### src/rtl/mwp_pkg.sv
package mwp_pkg;

  typedef enum logic [2:0] {
    S_IDLE,
    S_WAIT,
    S_PROG,
    S_VREAD,
    S_VPROG,
    S_VREAD2,
    S_FAIL
  } seqState_t;

  // strobes from control to datapath
  typedef struct packed {
    logic latchFirst;
    logic advance;
    logic clrFlags;
    logic setErr;
    logic setVpp;
    logic setProto;
  } seqStrobe_t;

endpackage

### src/rtl/mwp_dp.sv
module mwp_dp
  import mwp_pkg::*;
#(
  parameter int AW = 20,
  parameter int DW = 16,
  parameter int HB = 17
) (
  input  logic          clk,
  input  logic          rstN,
  input  seqStrobe_t    strb,
  input  logic [AW-1:0] wrAddr,
  input  logic [DW-1:0] wrData,
  input  logic [DW-1:0] arrRdata,
  output logic          isFinal,
  output logic          match,
  output logic [AW-1:0] arrAddr,
  output logic [DW-1:0] arrWdata,
  output logic          err,
  output logic          vppErr,
  output logic          protoErr
);

  localparam int HW = AW - HB;

  logic [AW-1:0] curAddr;
  logic [HW-1:0] hiRef;
  logic [DW-1:0] wordReg;

  always_ff @(posedge clk) begin
    if (!rstN) begin
      curAddr <= '0;
      hiRef   <= '0;
      wordReg <= '0;
    end else if (strb.latchFirst) begin
      curAddr <= wrAddr;
      hiRef   <= wrAddr[AW-1:HB];
      wordReg <= wrData;
    end else if (strb.advance) begin
      curAddr <= curAddr + AW'(1);
      wordReg <= wrData;
    end
  end

  always_ff @(posedge clk) begin
    if (!rstN) begin
      err      <= 1'b0;
      vppErr   <= 1'b0;
      protoErr <= 1'b0;
    end else begin
      if (strb.clrFlags) begin
        err      <= 1'b0;
        vppErr   <= 1'b0;
        protoErr <= 1'b0;
      end
      if (strb.setErr)   err      <= 1'b1;
      if (strb.setVpp)   vppErr   <= 1'b1;
      if (strb.setProto) protoErr <= 1'b1;
    end
  end

  assign isFinal  = (wrAddr[AW-1:HB] != hiRef);
  assign match    = (arrRdata == wordReg);
  assign arrAddr  = curAddr;
  assign arrWdata = wordReg;

endmodule

### src/rtl/mwp_ctrl.sv
module mwp_ctrl
  import mwp_pkg::*;
(
  input  logic       clk,
  input  logic       rstN,
  input  logic       start,
  input  logic       rstCmd,
  input  logic       hvOk,
  input  logic       wrEn,
  input  logic       isFinal,
  input  logic       match,
  input  logic       arrDone,
  output seqStrobe_t strb,
  output logic       arrReq,
  output logic       arrWe,
  output logic       ready,
  output logic       toggle,
  output logic       active
);

  seqState_t state, stateNxt;
  logic firstPend, firstPendNxt;
  logic verPass, verPassNxt;
  logic opBusy;

  assign opBusy = (state == S_PROG) || (state == S_VREAD) ||
                  (state == S_VPROG) || (state == S_VREAD2);

  always_comb begin
    stateNxt     = state;
    firstPendNxt = firstPend;
    verPassNxt   = verPass;
    strb         = '0;

    if (opBusy && wrEn) strb.setProto = 1'b1;

    if (state != S_IDLE && state != S_FAIL && !hvOk) begin
      stateNxt    = S_FAIL;
      strb.setErr = 1'b1;
      strb.setVpp = 1'b1;
    end else begin
      unique case (state)
        S_IDLE: begin
          if (start && hvOk) begin
            strb.clrFlags = 1'b1;
            firstPendNxt  = 1'b1;
            verPassNxt    = 1'b0;
            stateNxt      = S_WAIT;
          end else if (rstCmd) begin
            strb.clrFlags = 1'b1;
          end
        end
        S_WAIT: begin
          if (wrEn) begin
            if (firstPend) begin
              strb.latchFirst = 1'b1;
              firstPendNxt    = 1'b0;
              stateNxt        = verPass ? S_VREAD : S_PROG;
            end else if (isFinal) begin
              if (!verPass) begin
                verPassNxt   = 1'b1;
                firstPendNxt = 1'b1;
              end else begin
                stateNxt = S_IDLE;
              end
            end else begin
              strb.advance = 1'b1;
              stateNxt     = verPass ? S_VREAD : S_PROG;
            end
          end
        end
        S_PROG:  if (arrDone) stateNxt = S_WAIT;
        S_VREAD: if (arrDone) stateNxt = match ? S_WAIT : S_VPROG;
        S_VPROG: if (arrDone) stateNxt = S_VREAD2;
        S_VREAD2: begin
          if (arrDone) begin
            if (match) begin
              stateNxt = S_WAIT;
            end else begin
              stateNxt    = S_FAIL;
              strb.setErr = 1'b1;
            end
          end
        end
        S_FAIL: begin
          if (rstCmd) begin
            strb.clrFlags = 1'b1;
            stateNxt      = S_IDLE;
          end
        end
        default: stateNxt = S_IDLE;
      endcase
    end
  end

  always_ff @(posedge clk) begin
    if (!rstN) begin
      state     <= S_IDLE;
      firstPend <= 1'b0;
      verPass   <= 1'b0;
      toggle    <= 1'b0;
    end else begin
      state     <= stateNxt;
      firstPend <= firstPendNxt;
      verPass   <= verPassNxt;
      if (state != S_IDLE) toggle <= ~toggle;
    end
  end

  assign arrReq = opBusy;
  assign arrWe  = (state == S_PROG) || (state == S_VPROG);
  assign ready  = opBusy || (state == S_FAIL);
  assign active = (state != S_IDLE);

endmodule

### src/rtl/mwp_seq.sv
module mwp_seq
  import mwp_pkg::*;
#(
  parameter int AW = 20,
  parameter int DW = 16,
  parameter int HB = 17
) (
  input  logic          clk,
  input  logic          rstN,
  input  logic          start,
  input  logic          rstCmd,
  input  logic          hvOk,
  input  logic          wrEn,
  input  logic [AW-1:0] wrAddr,
  input  logic [DW-1:0] wrData,
  output logic          arrReq,
  output logic          arrWe,
  output logic [AW-1:0] arrAddr,
  output logic [DW-1:0] arrWdata,
  input  logic [DW-1:0] arrRdata,
  input  logic          arrDone,
  output logic          ready,
  output logic          toggle,
  output logic          active,
  output logic          err,
  output logic          vppErr,
  output logic          protoErr
);

  seqStrobe_t strb;
  logic isFinal;
  logic match;

  mwp_ctrl i_ctrl (
    .clk(clk), .rstN(rstN), .start(start), .rstCmd(rstCmd), .hvOk(hvOk),
    .wrEn(wrEn), .isFinal(isFinal), .match(match), .arrDone(arrDone),
    .strb(strb), .arrReq(arrReq), .arrWe(arrWe), .ready(ready),
    .toggle(toggle), .active(active)
  );

  mwp_dp #(.AW(AW), .DW(DW), .HB(HB)) i_dp (
    .clk(clk), .rstN(rstN), .strb(strb), .wrAddr(wrAddr), .wrData(wrData),
    .arrRdata(arrRdata), .isFinal(isFinal), .match(match),
    .arrAddr(arrAddr), .arrWdata(arrWdata), .err(err), .vppErr(vppErr),
    .protoErr(protoErr)
  );

endmodule

### config.mk
export PLATFORM = sky130hd
export DESIGN_NAME = mwp_seq
export DESIGN_NICKNAME = d
export VERILOG_FILES = /design/src/rtl/mwp_pkg.sv /design/src/rtl/mwp_dp.sv /design/src/rtl/mwp_ctrl.sv /design/src/rtl/mwp_seq.sv
export SDC_FILE = /design/constraint.sdc
export NUM_CORES = 1
export LEC_CHECK = 0
export CAP_MARGIN = 20
export CORE_MARGIN = 2
export CORE_UTILIZATION = 40
export DETAILED_ROUTE_END_ITERATION = 6
export DONT_BUFFER_PORTS = 1
export PLACE_DENSITY_LB_ADDON = 0.15
export SLEW_MARGIN = 20
export SYNTH_ARGS = -nofsm -noshare
export SYNTH_HDL_FRONTEND = slang
export SYNTH_SLANG_ARGS = --single-unit
### constraint.sdc
create_clock -name clk -period 1.8 [get_ports clk]
set_input_delay 0.36 -clock clk [delete_from_list [all_inputs] [get_ports clk]]
set_output_delay 0.36 -clock clk [all_outputs]
set_load 0.005 [all_outputs]
==> results of run 1 <==
==> power groups by stage <==
stage	Sequential, mW	Clock, mW	Combinational (mW)
finish	1.34	1.07	1.29
global route	1.36	1.13	1.43
CTS	1.32	1.10	1.17
detailed placement	1.34	0	1.16
global placement	1.34	0	1.15
floorplan	1.28	0	0.811
==> flip-flops by register name (all words and copies together), names as in the netlist <==
| register | flops |
|---|---|
| i_ctrl.verPass | 1 |
| i_dp.arrWdata | 16 |
| i_dp.err | 1 |
| i_dp.hiRef | 3 |
| i_ctrl.toggle | 1 |
| i_dp.arrAddr | 20 |
| i_ctrl.state | 3 |
| i_ctrl.firstPend | 1 |
| i_dp.vppErr | 1 |
| i_dp.protoErr | 1 |
==> layer usage <==
layer | part of all wire | GRT usage | vias up
li1 | - | - | 1336
met1 | 0.45 | 0.284 | 1294
met2 | 0.47 | 0.323 | 90
met3 | 0.071 | 0.0528 | 5
met4 | 0.0076 | 0.0476 | 0
met5 | 0 | 0 | -
==> layout make-up <==
| class | instances | area, um^2 | share of cell area |
|---|---|---|---|
| clock buffers | 5 | 68.8 | 0.0197 |
| clock inverters | 3 | 90.1 | 0.0258 |
| inverters | 7 | 26.3 | 0.00751 |
| multi-input cells | 268 | 1810 | 0.519 |
| flip-flops and latches | 48 | 971 | 0.278 |
| well taps | 96 | 120 | 0.0343 |
| repair buffers | 50 | 408 | 0.117 |
==> through the flow <==
stage / utilization / std cells / hold WS, ns
after floorplan: - / 347 / 0.455
after global placement: 0.472 / 469 / 0.462
after detailed placement: 0.472 / 469 / 0.470
after CTS: 0.497 / 477 / 0.171
after global routing: 0.515 / 477 / 0.164
final: 0.515 / 477 / 0.169
==> placed cells by master, fill, tap and decap left out, drive strengths merged, types with 4 or more instances in the layout <==
cell type,netlist,final
nand2,51,51
buf,11,50
dfxtp,48,48
a21boi,24,24
o21ai,23,23
xor2,20,20
nor2,18,18
a21oi,16,16
nand3,12,12
nor3,9,9
and4,8,8
inv,7,7
nand4,6,6
o211a,6,6
and3,6,6
a311oi,6,6
a21o,5,5
clkbuf,13,5
and2,5,5
or3,4,4
nor4,4,4
==> synthesized netlist by cell type, types with 7 or more instances <==
cell type,count,share of area
a21oi_1,16,0.029
nand3_1,12,0.021
a21boi_0,15,0.040
nor3_1,9,0.016
inv_1,7,0.0094
a21boi_1,8,0.021
xor2_1,20,0.063
nor2_1,18,0.024
dfxtp_1,48,0.34
o21ai_0,20,0.036
buf_2,9,0.016
and4_1,8,0.025
clkbuf_1,12,0.016
nand2_1,51,0.068
==> logic make-up after synthesis <==
family,share of synthesized area
buffers and inverters,0.0514
muxes,0.00804
AOI/OAI and AO/OA,0.280
xor gates and xnor gates,0.0688
DFF,0.343
and+or+nand+nor,0.239
adders and majority gates,0.00893
==> critical path: cells and delay by family, from the launching register on <==
family,cells,cell delay [ns]
compound gates,3,0.57
xor+xnor,1,0.17
buf+inv,1,0.15
flops,1,0.33
simple gates,1,0.42
==> what timing repair did <==
item	4_1_cts	5_1_grt
endpoints found under the hold margin	0	0
pin swaps	0	2
gates resized for setup	3	26
setup endpoints to repair	2	21
==> worst max-delay path by stage <==
stage                                         startpoint                       endpoint  slack, ns  depth (start not counted)
after global placement                        wrAddr[19]   i_dp.arrAddr[6]$_SDFFE_PN0P_       0.04                          6
final                         i_dp.hiRef[2]$_SDFFE_PN0P_  i_dp.arrAddr[11]$_SDFFE_PN0P_       0.04                          6
after CTS                     i_dp.hiRef[2]$_SDFFE_PN0P_  i_dp.arrAddr[18]$_SDFFE_PN0P_       0.01                          6
after floorplan             i_dp.arrAddr[0]$_SDFFE_PN0P_  i_dp.arrAddr[18]$_SDFFE_PN0P_      0.002                          7
after detailed placement                      wrAddr[18]   i_dp.arrAddr[6]$_SDFFE_PN0P_      -0.03                          6
after global routing      i_dp.arrWdata[14]$_SDFFE_PN0P_   i_ctrl.state[1]$_SDFFE_PN0P_      -0.03                          6
==> run_results.csv, run 1 <==
group,metric,value,unit
run_status,outcome,"complete, no violations",
yosys,synthFlopType,"dfxtp_1",
drt,drc,0,
cts,numCtsBuffers,5,
layout,area_growth,24.9,%
global_route,grt_pass1_wl,12600,um
yosys,async_reset_ff_frac,0,
flow_run,cap_viol_max_count,0,
yosys,synthDistinctLibCells,54,
worst_setup_path,critPathLaunchType,"register",
cts,cts.sinks,48,
cts,clk_latency,0.30,ns
worst_setup_path,path_cells,"xor2_1, or3_4, a21boi_4, buf_6, a21oi_1, a311oi_1",
layout,antenna_cells,0,
placement,finalWeightedCongestion,0.833,
drt,drt_iter0_drc,124,
drt,dr_total_vias,2725,
floorplan,core_area,0.00679,mm^2
worst_setup_path,worstReg2RegStart,"i_dp.hiRef[2]$_SDFFE_PN0P_",
power,p_seq_frac,0.362,
timing,fin_ws,0.0401,ns
timing,slew_violations,0,
hold_path,worstHoldPathCells,2,
yosys,ys_ff_latch,48,
layout,layout-drive-gt1-share,0.234,
cts,cts_root_buf,"clkbuf_8",
global_route,grt_pass1_vias,2562,
hold_path,hp-class,"in -> reg",
worst_setup_path,cp_max_fo,8,
timing,rsz0062_at_grt,"yes",
power,worst_ir_drop_vdd,0.403,mV
global_route,grt_usage,0.205,
placement,io_buffers,0,
hold_path,min-delay-start,"wrData[14]",
worst_setup_path,reg2reg_to,"i_dp.arrAddr[11]$_SDFFE_PN0P_",
cts,cts_hold_buf,0,
yosys,syn_avg_cell_area,8.07,um^2
timing,maxSlewHeadroom,0.712,
global_route,grt_remaining_overflow,0,
cts,cts_setup_buffers,0,
power,switchingPower,1.20,mW
layout,postLayoutCellArea,0.00350,mm^2
timing,tightest_slew,0.428,ns
power,finalPower,3.71,mW
timing,post-route-period-util,0.978,
drt,ant_nets,0,
floorplan,io_pins,103,
power,power_frac_clock,0.289,
timing,max_freq,568,MHz
floorplan,die_area,0.00769,mm^2
global_route,grt_max_degree,51,
cts,cts_tree,"yes",
timing,fin_skew,0.0100,ns
worst_setup_path,cpPeakStageDelay,0.42,ns
worst_setup_path,r2r_slack,0.04,ns
timing,hold_viol,0,
yosys,synth_seq_area_share,0.343,
placement,post_dp_cell_area,0.00321,mm^2
yosys,syn_area,0.00280,mm^2
drt,wirelength,8030,um
power,power.density,1060,mW/mm^2
yosys,syn_inst,347,
hold_path,hold_path_end,"i_dp.arrWdata[14]$_SDFFE_PN0P_",
power,p_leak,1.39,nW
power,p_sw_frac,0.324,
floorplan,die_h,87.7,um
floorplan,die_x,87.7,um
yosys,ys.warnings.count,0,
worst_setup_path,crit_type,"reg -> reg",
timing,layout_min_cycle_time,1.76,ns
floorplan,initial_core_util,0.412,
global_route,antenna_found_initial,0,
yosys,synth_edf_count,0,
worst_setup_path,cp-end-kind,"register",
drt,firstDrtPassIters,4,
cts,clk_path_buf_depth,2,
drt,wire_per_inst,16.8,um
placement,dpl.hpwl,5840,um
cts,clk_pin_slew,0.10,ns
cts,htree_levels,2,
drt,vias_per_cell,5.71,
timing,setup_viol,0,
worst_setup_path,cp.arrival,1.95,ns
layout,fillers,664,
worst_setup_path,reg2reg_depth,6,
worst_setup_path,cpMaxStageDelayCell,"or3_4",
power,power_frac_comb,0.349,
placement,place_ws,-0.0330,ns
floorplan,rows,30,
power,power.internal,2.51,mW
worst_setup_path,critPathRequiredTime,1.99,ns
layout,final_nets,441,
yosys,synth.net_count,408,
timing,setup_tns,0,ns
No activity file was read; power rests on OpenSTA's default activity.
==> run 2, diff against run 1 <==
clock period = 2.16 ns   (was 1.8 ns; I/O delays follow)
==> run_results.csv, run 2 (same netlist as run 1, synthesis figures left out) <==
group,metric,value,unit
placement,dpl.hpwl,5560,um
worst_setup_path,worstReg2RegStart,"i_dp.arrWdata[6]$_SDFFE_PN0P_",
layout,layout-drive-gt1-share,0.114,
cts,cts_setup_buffers,0,
timing,slew_violations,0,
layout,largest_reg_flops,20,
timing,setup_viol,0,
power,finalPower,2.65,mW
cts,cts_root_buf,"clkbuf_8",
hold_path,hp-class,"in -> reg",
layout,layout_common_cells,"nand2_1, dfxtp_1, xor2_1, o21ai_0, buf_4",
floorplan,die_area,0.00769,mm^2
worst_setup_path,r2r_slack,0.17,ns
layout,final_nets,411,
worst_setup_path,reg2reg_depth,5,
worst_setup_path,worstSetupStartpoint,"i_ctrl.state[1]$_SDFFE_PN0P_",
floorplan,initial_core_util,0.412,
worst_setup_path,cp-end-kind,"primary output",
cts,cts_hold_buf,0,
cts,htree_levels,2,
power,power.density,857,mW/mm^2
placement,place_ws,0.0304,ns
floorplan,core_area,0.00679,mm^2
floorplan,die_h,87.7,um
drt,dr_total_vias,2582,
timing,layout_min_cycle_time,1.99,ns
drt,firstDrtPassIters,4,
flow_run,cap_viol_max_count,0,
layout,fillers,684,
drt,drt_iter0_drc,166,
timing,maxSlewHeadroom,0.586,
global_route,antenna_found_initial,0,
run_status,outcome,"complete, no violations",
global_route,grt_pass1_wl,12000,um
placement,finalWeightedCongestion,0.816,
placement,io_buffers,0,
global_route,grt_usage,0.197,
floorplan,die_x,87.7,um
placement,post_dp_cell_area,0.00296,mm^2
timing,tightest_slew,0.615,ns
cts,cts_resized,0,
timing,post-route-period-util,0.923,
cts,clk_path_buf_depth,2,
worst_setup_path,cp.arrival,1.56,ns
cts,clk_latency,0.30,ns
timing,whs,0.253,ns
timing,rsz0062_at_grt,"no",
cts,cts.sinks,48,
cts,cts_tree,"yes",
floorplan,rows,30,
power,p_leak,1.19,nW
timing,hold_viol,0,
layout,antenna_cells,0,
layout,postLayoutCellArea,0.00309,mm^2
drt,wirelength,7610,um
worst_setup_path,reg2reg_to,"i_ctrl.state[1]$_SDFFE_PN0P_",
worst_setup_path,crit_end,"ready",
drt,drc,0,
cts,clk_pin_slew,0.10,ns
worst_setup_path,cp_max_fo,9,
global_route,grt_remaining_overflow,0,
drt,vias_per_cell,5.78,
drt,ant_nets,0,
floorplan,io_pins,103,
cts,numCtsBuffers,5,
timing,max_freq,502,MHz
worst_setup_path,critPathLaunchType,"register",
global_route,grt_max_degree,51,
drt,wire_per_inst,17.0,um
worst_setup_path,critPathRequiredTime,1.73,ns
worst_setup_path,crit_type,"reg -> out",
global_route,grt_pass1_vias,2385,
layout,area_growth,10.1,%
timing,fin_skew,0.0132,ns
layout,final_common_cell,"nand2_1",
power,worst_ir_drop_vdd,0.342,mV
timing,fin_ws,0.166,ns
timing,setup_tns,0,ns
[run 2: worst min path at each step]
stage / startpoint / end / slack [ns] / cells after the start
floorplan: i_dp.hiRef[0]$_SDFFE_PN0P_ / i_dp.hiRef[0]$_SDFFE_PN0P_ / 0.46 / 2
global placement: i_dp.hiRef[0]$_SDFFE_PN0P_ / i_dp.hiRef[0]$_SDFFE_PN0P_ / 0.46 / 2
detailed placement: i_dp.hiRef[2]$_SDFFE_PN0P_ / i_dp.hiRef[2]$_SDFFE_PN0P_ / 0.47 / 2
CTS: wrData[2] / i_dp.arrWdata[2]$_SDFFE_PN0P_ / 0.23 / 2
global route: wrData[13] / i_dp.arrWdata[13]$_SDFFE_PN0P_ / 0.24 / 2
finish: wrData[0] / i_dp.arrWdata[0]$_SDFFE_PN0P_ / 0.25 / 2
[run 2: layout make-up]
cell class | instances | area (um^2) | area share
Sequential cell | 48 | 961 | 0.311
Clock inverter | 3 | 46.3 | 0.0150
Clock buffer | 5 | 68.8 | 0.0223
Inverter | 7 | 26.3 | 0.00852
Timing Repair Buffer | 20 | 150 | 0.0487
Tap cell | 96 | 120 | 0.0389
Multi-Input combinational cell | 268 | 1710 | 0.555
[run 2: routing by layer]
| layer | share of wire | up-vias | GRT usage | wire length, um |
|---|---|---|---|---|
| met5 | 0 | - | 0 | 0 |
| met4 | 0.0043 | 0 | 0.0503 | 33 |
| met3 | 0.073 | 2 | 0.0584 | 556 |
| met2 | 0.47 | 79 | 0.300 | 3590 |
| met1 | 0.45 | 1223 | 0.274 | 3430 |
| li1 | - | 1278 | - | - |
[run 2: stage by stage]
stage / std cells / util
final: 447 / 0.454
after global routing: 447 / 0.454
after CTS: 447 / 0.452
after detailed placement: 439 / 0.435
after global placement: 439 / 0.435
after floorplan: 347 / -
[run 2: where the power goes]
part	switching, mW	internal [mW]	leakage (nW)
Combinational	0.483	0.382	0.742
Clock	0.324	0.349	0.0548
Sequential	0.132	0.976	0.389
Total	0.939	1.71	1.19
[run 2: critical path, cell delays in order, from the launching register on]
cell and delay, ns:
dfxtp_1 0.51, buf_4 0.22, ha_1 0.28, a31o_2 0.25
